==> src/rtl/zsq_pkg.sv <==
package zsq_pkg;
    localparam int NCH    = 16;
    localparam int CH_W   = 4;
    localparam int VAL_W  = 11;
    localparam int PED_W  = 8;
    localparam int VSN_W  = 8;
    localparam int WORD_W = 16;
    localparam int CNT_W  = CH_W + 1;
    localparam logic [VAL_W-1:0] OVF_CODE = '1;

    typedef struct packed {
        logic             ovf_sup;
        logic [3:0]       spare;
        logic             port_en;
        logic             comp_en;
        logic             ped_en;
        logic [VSN_W-1:0] vsn;
    } stat_t;

    typedef enum logic [2:0] {
        ST_IDLE,
        ST_REQ,
        ST_SEND,
        ST_REL,
        ST_GAP
    } rd_state_t;

    function automatic logic [WORD_W-1:0] hdr_word(input logic [CH_W-1:0] n,
                                                   input logic [VSN_W-1:0] vsn);
        return {1'b1, n, 3'b000, vsn};
    endfunction

    function automatic logic [WORD_W-1:0] dat_word(input logic [CH_W-1:0] ch,
                                                   input logic [VAL_W-1:0] val);
        return {1'b0, ch, val};
    endfunction
endpackage

==> src/rtl/zsq_chan_proc.sv <==
module zsq_chan_proc
    import zsq_pkg::*;
(
    input  logic [VAL_W-1:0] raw,
    input  logic [PED_W-1:0] ped,
    input  logic             ped_en,
    input  logic             comp_en,
    input  logic             ovf_sup,
    output logic [VAL_W-1:0] val,
    output logic             keep
);
    logic             is_ovf;
    logic [VAL_W-1:0] ped_x;

    always_comb begin
        is_ovf = (raw == OVF_CODE);
        ped_x  = VAL_W'(ped);
        if (ped_en && !is_ovf)
            val = (raw > ped_x) ? (raw - ped_x) : '0;
        else
            val = raw;
        keep = !comp_en || ((val != '0) && !(ovf_sup && is_ovf));
    end
endmodule

==> src/rtl/zsq_host_regs.sv <==
module zsq_host_regs
    import zsq_pkg::*;
(
    input  logic                   clk,
    input  logic                   rst,
    input  logic                   init,
    input  logic                   wr_en,
    input  logic                   sel,
    input  logic [CH_W-1:0]        addr,
    input  logic [WORD_W-1:0]      wdata,
    output stat_t                  stat_o,
    output logic [NCH*PED_W-1:0]   peds_o,
    output logic [WORD_W-1:0]      rdata
);
    stat_t            stat_q;
    logic [PED_W-1:0] ped_q [NCH];

    always_ff @(posedge clk) begin
        if (rst) begin
            stat_q <= '0;
            for (int i = 0; i < NCH; i++) ped_q[i] <= '0;
        end else if (init) begin
            stat_q <= {8'hFF, stat_q.vsn};
        end else if (wr_en) begin
            if (sel) ped_q[addr] <= wdata[PED_W-1:0];
            else     stat_q      <= wdata;
        end
    end

    always_comb begin
        for (int i = 0; i < NCH; i++) peds_o[i*PED_W +: PED_W] = ped_q[i];
        stat_o = stat_q;
        rdata  = sel ? WORD_W'(ped_q[addr]) : WORD_W'(stat_q);
    end
endmodule

==> src/rtl/zsq_pick.sv <==
module zsq_pick
    import zsq_pkg::*;
(
    input  logic [NCH-1:0]       mask,
    input  logic [NCH*VAL_W-1:0] vals,
    input  logic                 hdr_pend,
    input  logic [CH_W-1:0]      hdr_cnt,
    input  logic [VSN_W-1:0]     vsn,
    output logic [WORD_W-1:0]    word,
    output logic                 last
);
    logic [CH_W-1:0] sel;

    always_comb begin
        sel = '0;
        for (int i = NCH - 1; i >= 0; i--)
            if (mask[i]) sel = CH_W'(i);
        word = hdr_pend ? hdr_word(hdr_cnt, vsn)
                        : dat_word(sel, vals[int'(sel)*VAL_W +: VAL_W]);
        last = hdr_pend ? (mask == '0) : ((mask & (mask - NCH'(1))) == '0);
    end
endmodule

==> src/rtl/zsq_readout.sv <==
module zsq_readout
    import zsq_pkg::*;
#(
    parameter int GAP_CYC = 5
) (
    input  logic                   clk,
    input  logic                   rst,
    input  logic                   clr,
    input  logic                   init,
    input  logic                   conv_done,
    input  logic [NCH*VAL_W-1:0]   conv_data,
    input  logic                   host_wr,
    input  logic                   host_sel,
    input  logic [CH_W-1:0]        host_addr,
    input  logic [WORD_W-1:0]      host_wdata,
    output logic [WORD_W-1:0]      host_rdata,
    input  logic                   ren_in,
    output logic                   pass_out,
    output logic                   req_out,
    output logic                   wst_out,
    input  logic                   wak_in,
    output logic [WORD_W-1:0]      port_data
);
    localparam int GAP_W = $clog2(GAP_CYC + 1);

    stat_t                stat;
    logic [NCH*PED_W-1:0] peds;
    logic                 busy;
    rd_state_t            state;
    logic [NCH*VAL_W-1:0] new_val, val_q;
    logic [NCH-1:0]       new_keep, keep_q;
    logic [CNT_W-1:0]     new_cnt;
    logic [CH_W-1:0]      cnt_q;
    logic                 hdr_q;
    logic [GAP_W-1:0]     gap_cnt;
    logic [WORD_W-1:0]    cur_word;
    logic                 is_last;

    assign busy = (state != ST_IDLE);

    zsq_host_regs u_regs (
        .clk    (clk),
        .rst    (rst),
        .init   (init),
        .wr_en  (host_wr && !busy),
        .sel    (host_sel),
        .addr   (host_addr),
        .wdata  (host_wdata),
        .stat_o (stat),
        .peds_o (peds),
        .rdata  (host_rdata)
    );

    for (genvar ch = 0; ch < NCH; ch++) begin : g_ch
        zsq_chan_proc u_proc (
            .raw     (conv_data[ch*VAL_W +: VAL_W]),
            .ped     (peds[ch*PED_W +: PED_W]),
            .ped_en  (stat.ped_en),
            .comp_en (stat.comp_en),
            .ovf_sup (stat.ovf_sup),
            .val     (new_val[ch*VAL_W +: VAL_W]),
            .keep    (new_keep[ch])
        );
    end

    always_comb begin
        new_cnt = '0;
        for (int i = 0; i < NCH; i++) new_cnt = new_cnt + CNT_W'(new_keep[i]);
    end

    zsq_pick u_pick (
        .mask     (keep_q),
        .vals     (val_q),
        .hdr_pend (hdr_q),
        .hdr_cnt  (cnt_q),
        .vsn      (stat.vsn),
        .word     (cur_word),
        .last     (is_last)
    );

    always_ff @(posedge clk) begin
        if (rst) begin
            val_q <= '0;
            cnt_q <= '0;
        end else if (state == ST_IDLE && conv_done && !clr && !init) begin
            val_q <= new_val;
            cnt_q <= new_cnt[CH_W-1:0];
        end
    end

    always_ff @(posedge clk) begin
        if (rst || clr || init) begin
            state   <= ST_IDLE;
            keep_q  <= '0;
            hdr_q   <= 1'b0;
            gap_cnt <= '0;
        end else begin
            case (state)
                ST_IDLE: if (conv_done) begin
                    keep_q <= new_keep;
                    hdr_q  <= stat.comp_en;
                    if (stat.port_en && new_cnt != '0) state <= ST_REQ;
                end
                ST_REQ:  if (ren_in) state <= ST_SEND;
                ST_SEND: if (wak_in) state <= ST_REL;
                ST_REL:  if (!wak_in) begin
                    if (hdr_q) hdr_q  <= 1'b0;
                    else       keep_q <= keep_q & (keep_q - NCH'(1));
                    gap_cnt <= '0;
                    state   <= is_last ? ST_IDLE : ST_GAP;
                end
                ST_GAP: begin
                    if (gap_cnt == GAP_W'(GAP_CYC - 1)) state <= ST_SEND;
                    else gap_cnt <= gap_cnt + GAP_W'(1);
                end
                default: state <= ST_IDLE;
            endcase
        end
    end

    always_comb begin
        req_out   = busy;
        wst_out   = (state == ST_SEND);
        pass_out  = ren_in && !busy;
        port_data = wst_out ? cur_word : '0;
    end
endmodule

==> config.mk <==
export PLATFORM = sky130hd
export DESIGN_NAME = zsq_readout
export DESIGN_NICKNAME = d
export VERILOG_FILES = /design/src/rtl/zsq_pkg.sv /design/src/rtl/zsq_chan_proc.sv /design/src/rtl/zsq_host_regs.sv /design/src/rtl/zsq_pick.sv /design/src/rtl/zsq_readout.sv
export SDC_FILE = /design/constraint.sdc
export NUM_CORES = 1
export LEC_CHECK = 0
export BUFFER_PORTS_ARGS = -buffer_cell sky130_fd_sc_hd__buf_2
export CORE_MARGIN = 5
export CORE_UTILIZATION = 55
export DETAILED_ROUTE_END_ITERATION = 6
export PLACE_DENSITY_LB_ADDON = 0.25
export SLEW_MARGIN = 25
export SYNTH_ARGS = -nofsm -noshare
export SYNTH_HDL_FRONTEND = slang
export SYNTH_HIERARCHICAL = 1
export SYNTH_SLANG_ARGS = --single-unit
==> constraint.sdc <==
create_clock -name clk -period 6.55 [get_ports clk]
set_input_delay 0.655 -clock clk [delete_from_list [all_inputs] [get_ports clk]]
set_output_delay 0.655 -clock clk [all_outputs]
set_load 0.005 [all_outputs]
==> flow_summary.html <==
<table>
<tr><th>Metric</th><th>Value</th></tr>
<tr><th colspan="2">Critical path</th></tr>
<tr><td>Ordered list of cells on the worst path</td><td>ha_2, inv_1, fa_2, buf_4, xor2_1, or3b_1, o41ai_1, o2111a_1, a21oi_1, buf_4, fa_1, fa_1, inv_1, fa_1, fa_1, inv_1, ha_2, inv_1, fa_1, inv_1, o41a_1, a311oi_1, o21ai_1</td></tr>
<tr><td>Startpoint-to-endpoint class of the critical path</td><td>reg -&gt; reg</td></tr>
<tr><td>Crit-path leading delay family</td><td>adder cells</td></tr>
<tr><td>Critical-path maximum fanout</td><td>2</td></tr>
<tr><td>Kind of start point of the critical path</td><td>register</td></tr>
<tr><td>Register-to-register setup slack</td><td>0.24 ns</td></tr>
<tr><td>Count of buffer and inverter cells on the critical path</td><td>7</td></tr>
<tr><td>Worst EP required</td><td>7.01 ns</td></tr>
<tr><td>Critical Path End Type</td><td>register</td></tr>
<tr><td>Worst path arrival time</td><td>6.77 ns</td></tr>
<tr><td>Critical path's largest stage delay</td><td>0.51 ns</td></tr>
<tr><td>Slowest CP cell</td><td>sky130_fd_sc_hd__fa_1</td></tr>
<tr><th colspan="2">Power and ir drop</th></tr>
<tr><td>Leakage Power</td><td>13.0 nW</td></tr>
<tr><td>Maximum ir drop on the vdd rail</td><td>182 uV</td></tr>
<tr><td>Power density over the cells</td><td>197 mW/mm^2</td></tr>
<tr><th colspan="2">Timing</th></tr>
<tr><td>Sum of negative setup slack</td><td>0 ns</td></tr>
<tr><td>Slew at the pin closest to its max-slew limit</td><td>1.04 ns</td></tr>
<tr><td>Final Hold Fails</td><td>0</td></tr>
<tr><td>Achievable clock frequency</td><td>158 MHz</td></tr>
<tr><td>Slew Limit Fails</td><td>0</td></tr>
<tr><td>Worst-case setup margin in the final layout</td><td>0.238 ns</td></tr>
<tr><td>Clock skew</td><td>0.0340 ns</td></tr>
<tr><td>Time the worst path needs with I/O delays and setup</td><td>6.31 ns</td></tr>
<tr><td># setup viols final</td><td>0</td></tr>
<tr><td>Relative slew slack</td><td>30.4%</td></tr>
<tr><td>Worst hold slack</td><td>0.320 ns</td></tr>
<tr><td>Final period utilization</td><td>96.4%</td></tr>
<tr><th colspan="2">Global route</th></tr>
<tr><td>Largest net degree at the start of global routing</td><td>118</td></tr>
<tr><td>First-pass GRT wire length</td><td>157 mm</td></tr>
<tr><td>Antenna violations before repair</td><td>6</td></tr>
<tr><td>Grt total ovfl</td><td>0</td></tr>
<tr><td>Overall global routing resource usage</td><td>34.5%</td></tr>
<tr><td>Number of global-route vias before repair</td><td>26.9k</td></tr>
<tr><th colspan="2">Clock network</th></tr>
<tr><td>CTS clock-pin slew for the worst setup and hold paths</td><td>0.06 ns</td></tr>
<tr><td>CTS tree</td><td>yes</td></tr>
<tr><td>Number of sinks driven by the clock tree</td><td>347</td></tr>
<tr><td>CTS buffer count</td><td>40</td></tr>
<tr><td>Maximum buffer depth of the clock tree</td><td>3</td></tr>
<tr><td>Maximum level of the CTS H-tree</td><td>2</td></tr>
<tr><td>Clock root buffer</td><td>sky130_fd_sc_hd__clkbuf_16</td></tr>
<tr><td>Worst-skew pair later-pin latency</td><td>0.57 ns</td></tr>
<tr><th colspan="2">Synth</th></tr>
<tr><td>Fraction of synthesized cell area in xor and xnor cells</td><td>3.14%</td></tr>
<tr><td>Leading cell types by total area after synthesis</td><td>sky130_fd_sc_hd__dfxtp_1 (15%), sky130_fd_sc_hd__edfxtp_1 (13%), sky130_fd_sc_hd__nand2_1 (7.1%)</td></tr>
<tr><td>Syn Area/Cell</td><td>8.17 sq um</td></tr>
<tr><td>Proportion of synthesized area in mux cells</td><td>3.76%</td></tr>
<tr><td>Library cell occupying the most area in the post-synthesis netlist</td><td>sky130_fd_sc_hd__dfxtp_1</td></tr>
<tr><td>Compound-Gate Fraction of Synth Area</td><td>24.1%</td></tr>
<tr><td>Count of flip-flops with a built-in enable after synthesis</td><td>128</td></tr>
<tr><td>Share of synthesized cell area in and, or, nand and nor gates</td><td>27.2%</td></tr>
<tr><td>Dominant combinational cell family by area after synthesis</td><td>simple AND/OR/NAND/NOR gates</td></tr>
<tr><td>Number of instances in the synthesized netlist</td><td>3588</td></tr>
<tr><td>Part of the Yosys area used for sequential elements</td><td>28.1%</td></tr>
<tr><td>Commonest cells in the netlist</td><td>sky130_fd_sc_hd__nand2_1 (554), sky130_fd_sc_hd__a21oi_1 (314), sky130_fd_sc_hd__nor2_1 (230)</td></tr>
<tr><td>Asr flop ratio synth</td><td>0%</td></tr>
<tr><td>Cell area after synthesis</td><td>0.0293 sq mm</td></tr>
<tr><td>Adder-cell area share of the yosys netlist</td><td>7.64%</td></tr>
<tr><td>Top-area cell type share of the netlist area</td><td>15.0%</td></tr>
<tr><td>Synthesized flop and latch total</td><td>347</td></tr>
<tr><td>Syn_nets</td><td>3954</td></tr>
<tr><td>Number of distinct library cells after synthesis</td><td>107</td></tr>
<tr><td>Most frequent cell after synthesis</td><td>sky130_fd_sc_hd__nand2_1</td></tr>
<tr><td>Primary flip-flop cell chosen by synthesis mapping</td><td>sky130_fd_sc_hd__dfxtp_1</td></tr>
<tr><td>Warning count from the yosys run</td><td>6</td></tr>
<tr><th colspan="2">Layout</th></tr>
<tr><td>Number of nets at the end of the flow</td><td>4220</td></tr>
<tr><td>Post-route cell area</td><td>0.0330 sq mm</td></tr>
<tr><td>Filler cells</td><td>4640</td></tr>
<tr><td>Share of post-route cells with drive strength above 1</td><td>17.4%</td></tr>
<tr><td>Relative area change from synthesis to final layout</td><td>12.6%</td></tr>
<tr><td>Post-route core utilization</td><td>62.7%</td></tr>
<tr><th colspan="2">Placement</th></tr>
<tr><td>Worst setup slack before clock tree synthesis</td><td>-0.278 ns</td></tr>
<tr><td>Number of I/O port buffers</td><td>239</td></tr>
<tr><td>Routability-driven placement congestion ratio</td><td>1.00</td></tr>
<tr><td>Instance area at placement</td><td>0.0316 sq mm</td></tr>
<tr><td>Dpl hpwl</td><td>81.7 mm</td></tr>
<tr><th colspan="2">Floorplan</th></tr>
<tr><td>Starting density of the core</td><td>55.7%</td></tr>
<tr><td>Die W</td><td>241 um</td></tr>
<tr><td>Core area</td><td>0.0527 sq mm</td></tr>
<tr><td># IOs</td><td>240</td></tr>
<tr><td>Number of placement rows</td><td>84</td></tr>
<tr><td>Die height</td><td>241 um</td></tr>
<tr><td>Die Outline Area</td><td>0.0580 sq mm</td></tr>
<tr><th colspan="2">Outcome</th></tr>
<tr><td>Outcome</td><td>completed</td></tr>
<tr><th colspan="2">Job</th></tr>
<tr><td>Number of violations of the max-capacitance limit</td><td>0</td></tr>
<tr><th colspan="2">Drt</th></tr>
<tr><td>First-pass DRT Iterations</td><td>6</td></tr>
<tr><td>Routed Antenna Nets</td><td>0</td></tr>
<tr><td>Count of routing violations after the opening detailed-route iteration</td><td>3563</td></tr>
<tr><td>Number of remaining DRC errors</td><td>0</td></tr>
<tr><td>Final routed wire length divided by cell count</td><td>23.1 um</td></tr>
<tr><td>Detailed-route via count</td><td>29.4k</td></tr>
<tr><td>DR vias/cell</td><td>6.41</td></tr>
<tr><td>Wirelength, routed</td><td>106 mm</td></tr>
<tr><th colspan="2">Worst hold path</th></tr>
<tr><td>Kind of path behind the tightest hold check</td><td>in -&gt; reg</td></tr>
</table>
==> worst min-delay path, stage by stage <==
cell and delay [ns]:
sky130_fd_sc_hd__buf_2 0.07, sky130_fd_sc_hd__a211oi_1 0.05, sky130_fd_sc_hd__nor2_1 0.07
==> per-stage QoR <==
step / cells / total power [mW]
floorplan: 3588 / 3.61
global placement: 4493 / 4.24
detailed placement: 4493 / 4.25
CTS: 4567 / 6.44
global route: 4576 / 6.74
finish: 4577 / 6.51
==> flip-flops by register name (all words and copies together), names as in the netlist <==
name / flops
cnt_q: 4
gap_cnt: 3
hdr_q: 1
keep_q: 16
state: 3
u_regs/ped_q: 128
u_regs/stat_o: 16
val_q: 176
==> area by class of cell <==
type / count / area (sq um) / share of cell area, %
multi-input combinational: 2857 / 19400 / 58.8
sequential: 347 / 8230 / 24.9
timing repair buffer: 389 / 2360 / 7.14
clock buffer: 53 / 1090 / 3.31
tap: 688 / 861 / 2.61
inverter: 219 / 822 / 2.49
clock inverter: 21 / 223 / 0.675
antenna: 3 / 7.51 / 0.0227
==> cells in the final DEF (no fill, tap or decap), types with 71 or more instances in the layout <==
| cell | synthesis | layout |
|---|---|---|
| sky130_fd_sc_hd__edfxtp_1 | 128 | 128 |
| sky130_fd_sc_hd__a21oi_1 | 314 | 311 |
| sky130_fd_sc_hd__and2_1 | 162 | 162 |
| sky130_fd_sc_hd__nand3_1 | 90 | 90 |
| sky130_fd_sc_hd__nand2_1 | 554 | 554 |
| sky130_fd_sc_hd__nor4_1 | 71 | 71 |
| sky130_fd_sc_hd__buf_4 | 19 | 147 |
| sky130_fd_sc_hd__buf_2 | 39 | 238 |
| sky130_fd_sc_hd__nor2_1 | 230 | 228 |
| sky130_fd_sc_hd__inv_1 | 219 | 219 |
| sky130_fd_sc_hd__ha_1 | 135 | 133 |
| sky130_fd_sc_hd__dfxtp_1 | 219 | 217 |
| sky130_fd_sc_hd__o21ai_0 | 125 | 124 |
==> final timing paths <==
kind / from / end / cells after the start
setup / recovery: u_regs/ped_q[11][0]$_SDFFCE_PN0P_ / state[0]$_SDFFE_PP0P_ / 23
hold / removal: host_wdata[12] / u_regs/stat_o[12]$_SDFFE_PP0P_ / 3
setup reg to reg: u_regs/ped_q[11][0]$_SDFFCE_PN0P_ / state[0]$_SDFFE_PP0P_ / 23
hold reg to reg: val_q[104]$_SDFFE_PP0P_ / val_q[104]$_SDFFE_PP0P_ / 2
==> cell families (layout without fill, tap and decap cells) <==
family / Yosys count / count (layout)
AOI/OAI and AO/OA: 1010 / 1010
other: 0 / 3
and+or+nand+nor: 1484 / 1484
muxes: 94 / 94
xor gates and xnor gates: 105 / 105
DFF: 347 / 347
adders and majority gates: 164 / 164
buffers and inverters: 384 / 682
==> where the power goes <==
part           internal, mW  switching [mW]
clock network          1.25           0.979
registers              2.32          0.0927
logic                 0.700            1.17
total                  4.27            2.25
==> what timing repair did <==
| action | in CTS | in global routing |
|---|---|---|
| hold endpoints to repair | 0 | 0 |
| buffers inserted | 0 | 7 |
| hold buffers | 0 | 0 |
| setup endpoints to repair | 0 | 1 |
| resized for setup | 0 | 17 |
==> layer usage <==
metal | wire length (um) | global-route usage [%] | up-vias | part of all wire [%]
li1 | - | - | 13633 | -
met1 | 42400 | 48.2 | 13843 | 40
met2 | 45400 | 52.4 | 1616 | 43
met3 | 13100 | 7.75 | 263 | 12
met4 | 4700 | 13.1 | 6 | 4.5
met5 | 47 | 0 | - | 0.044
(Power assumes the default switching activity.)
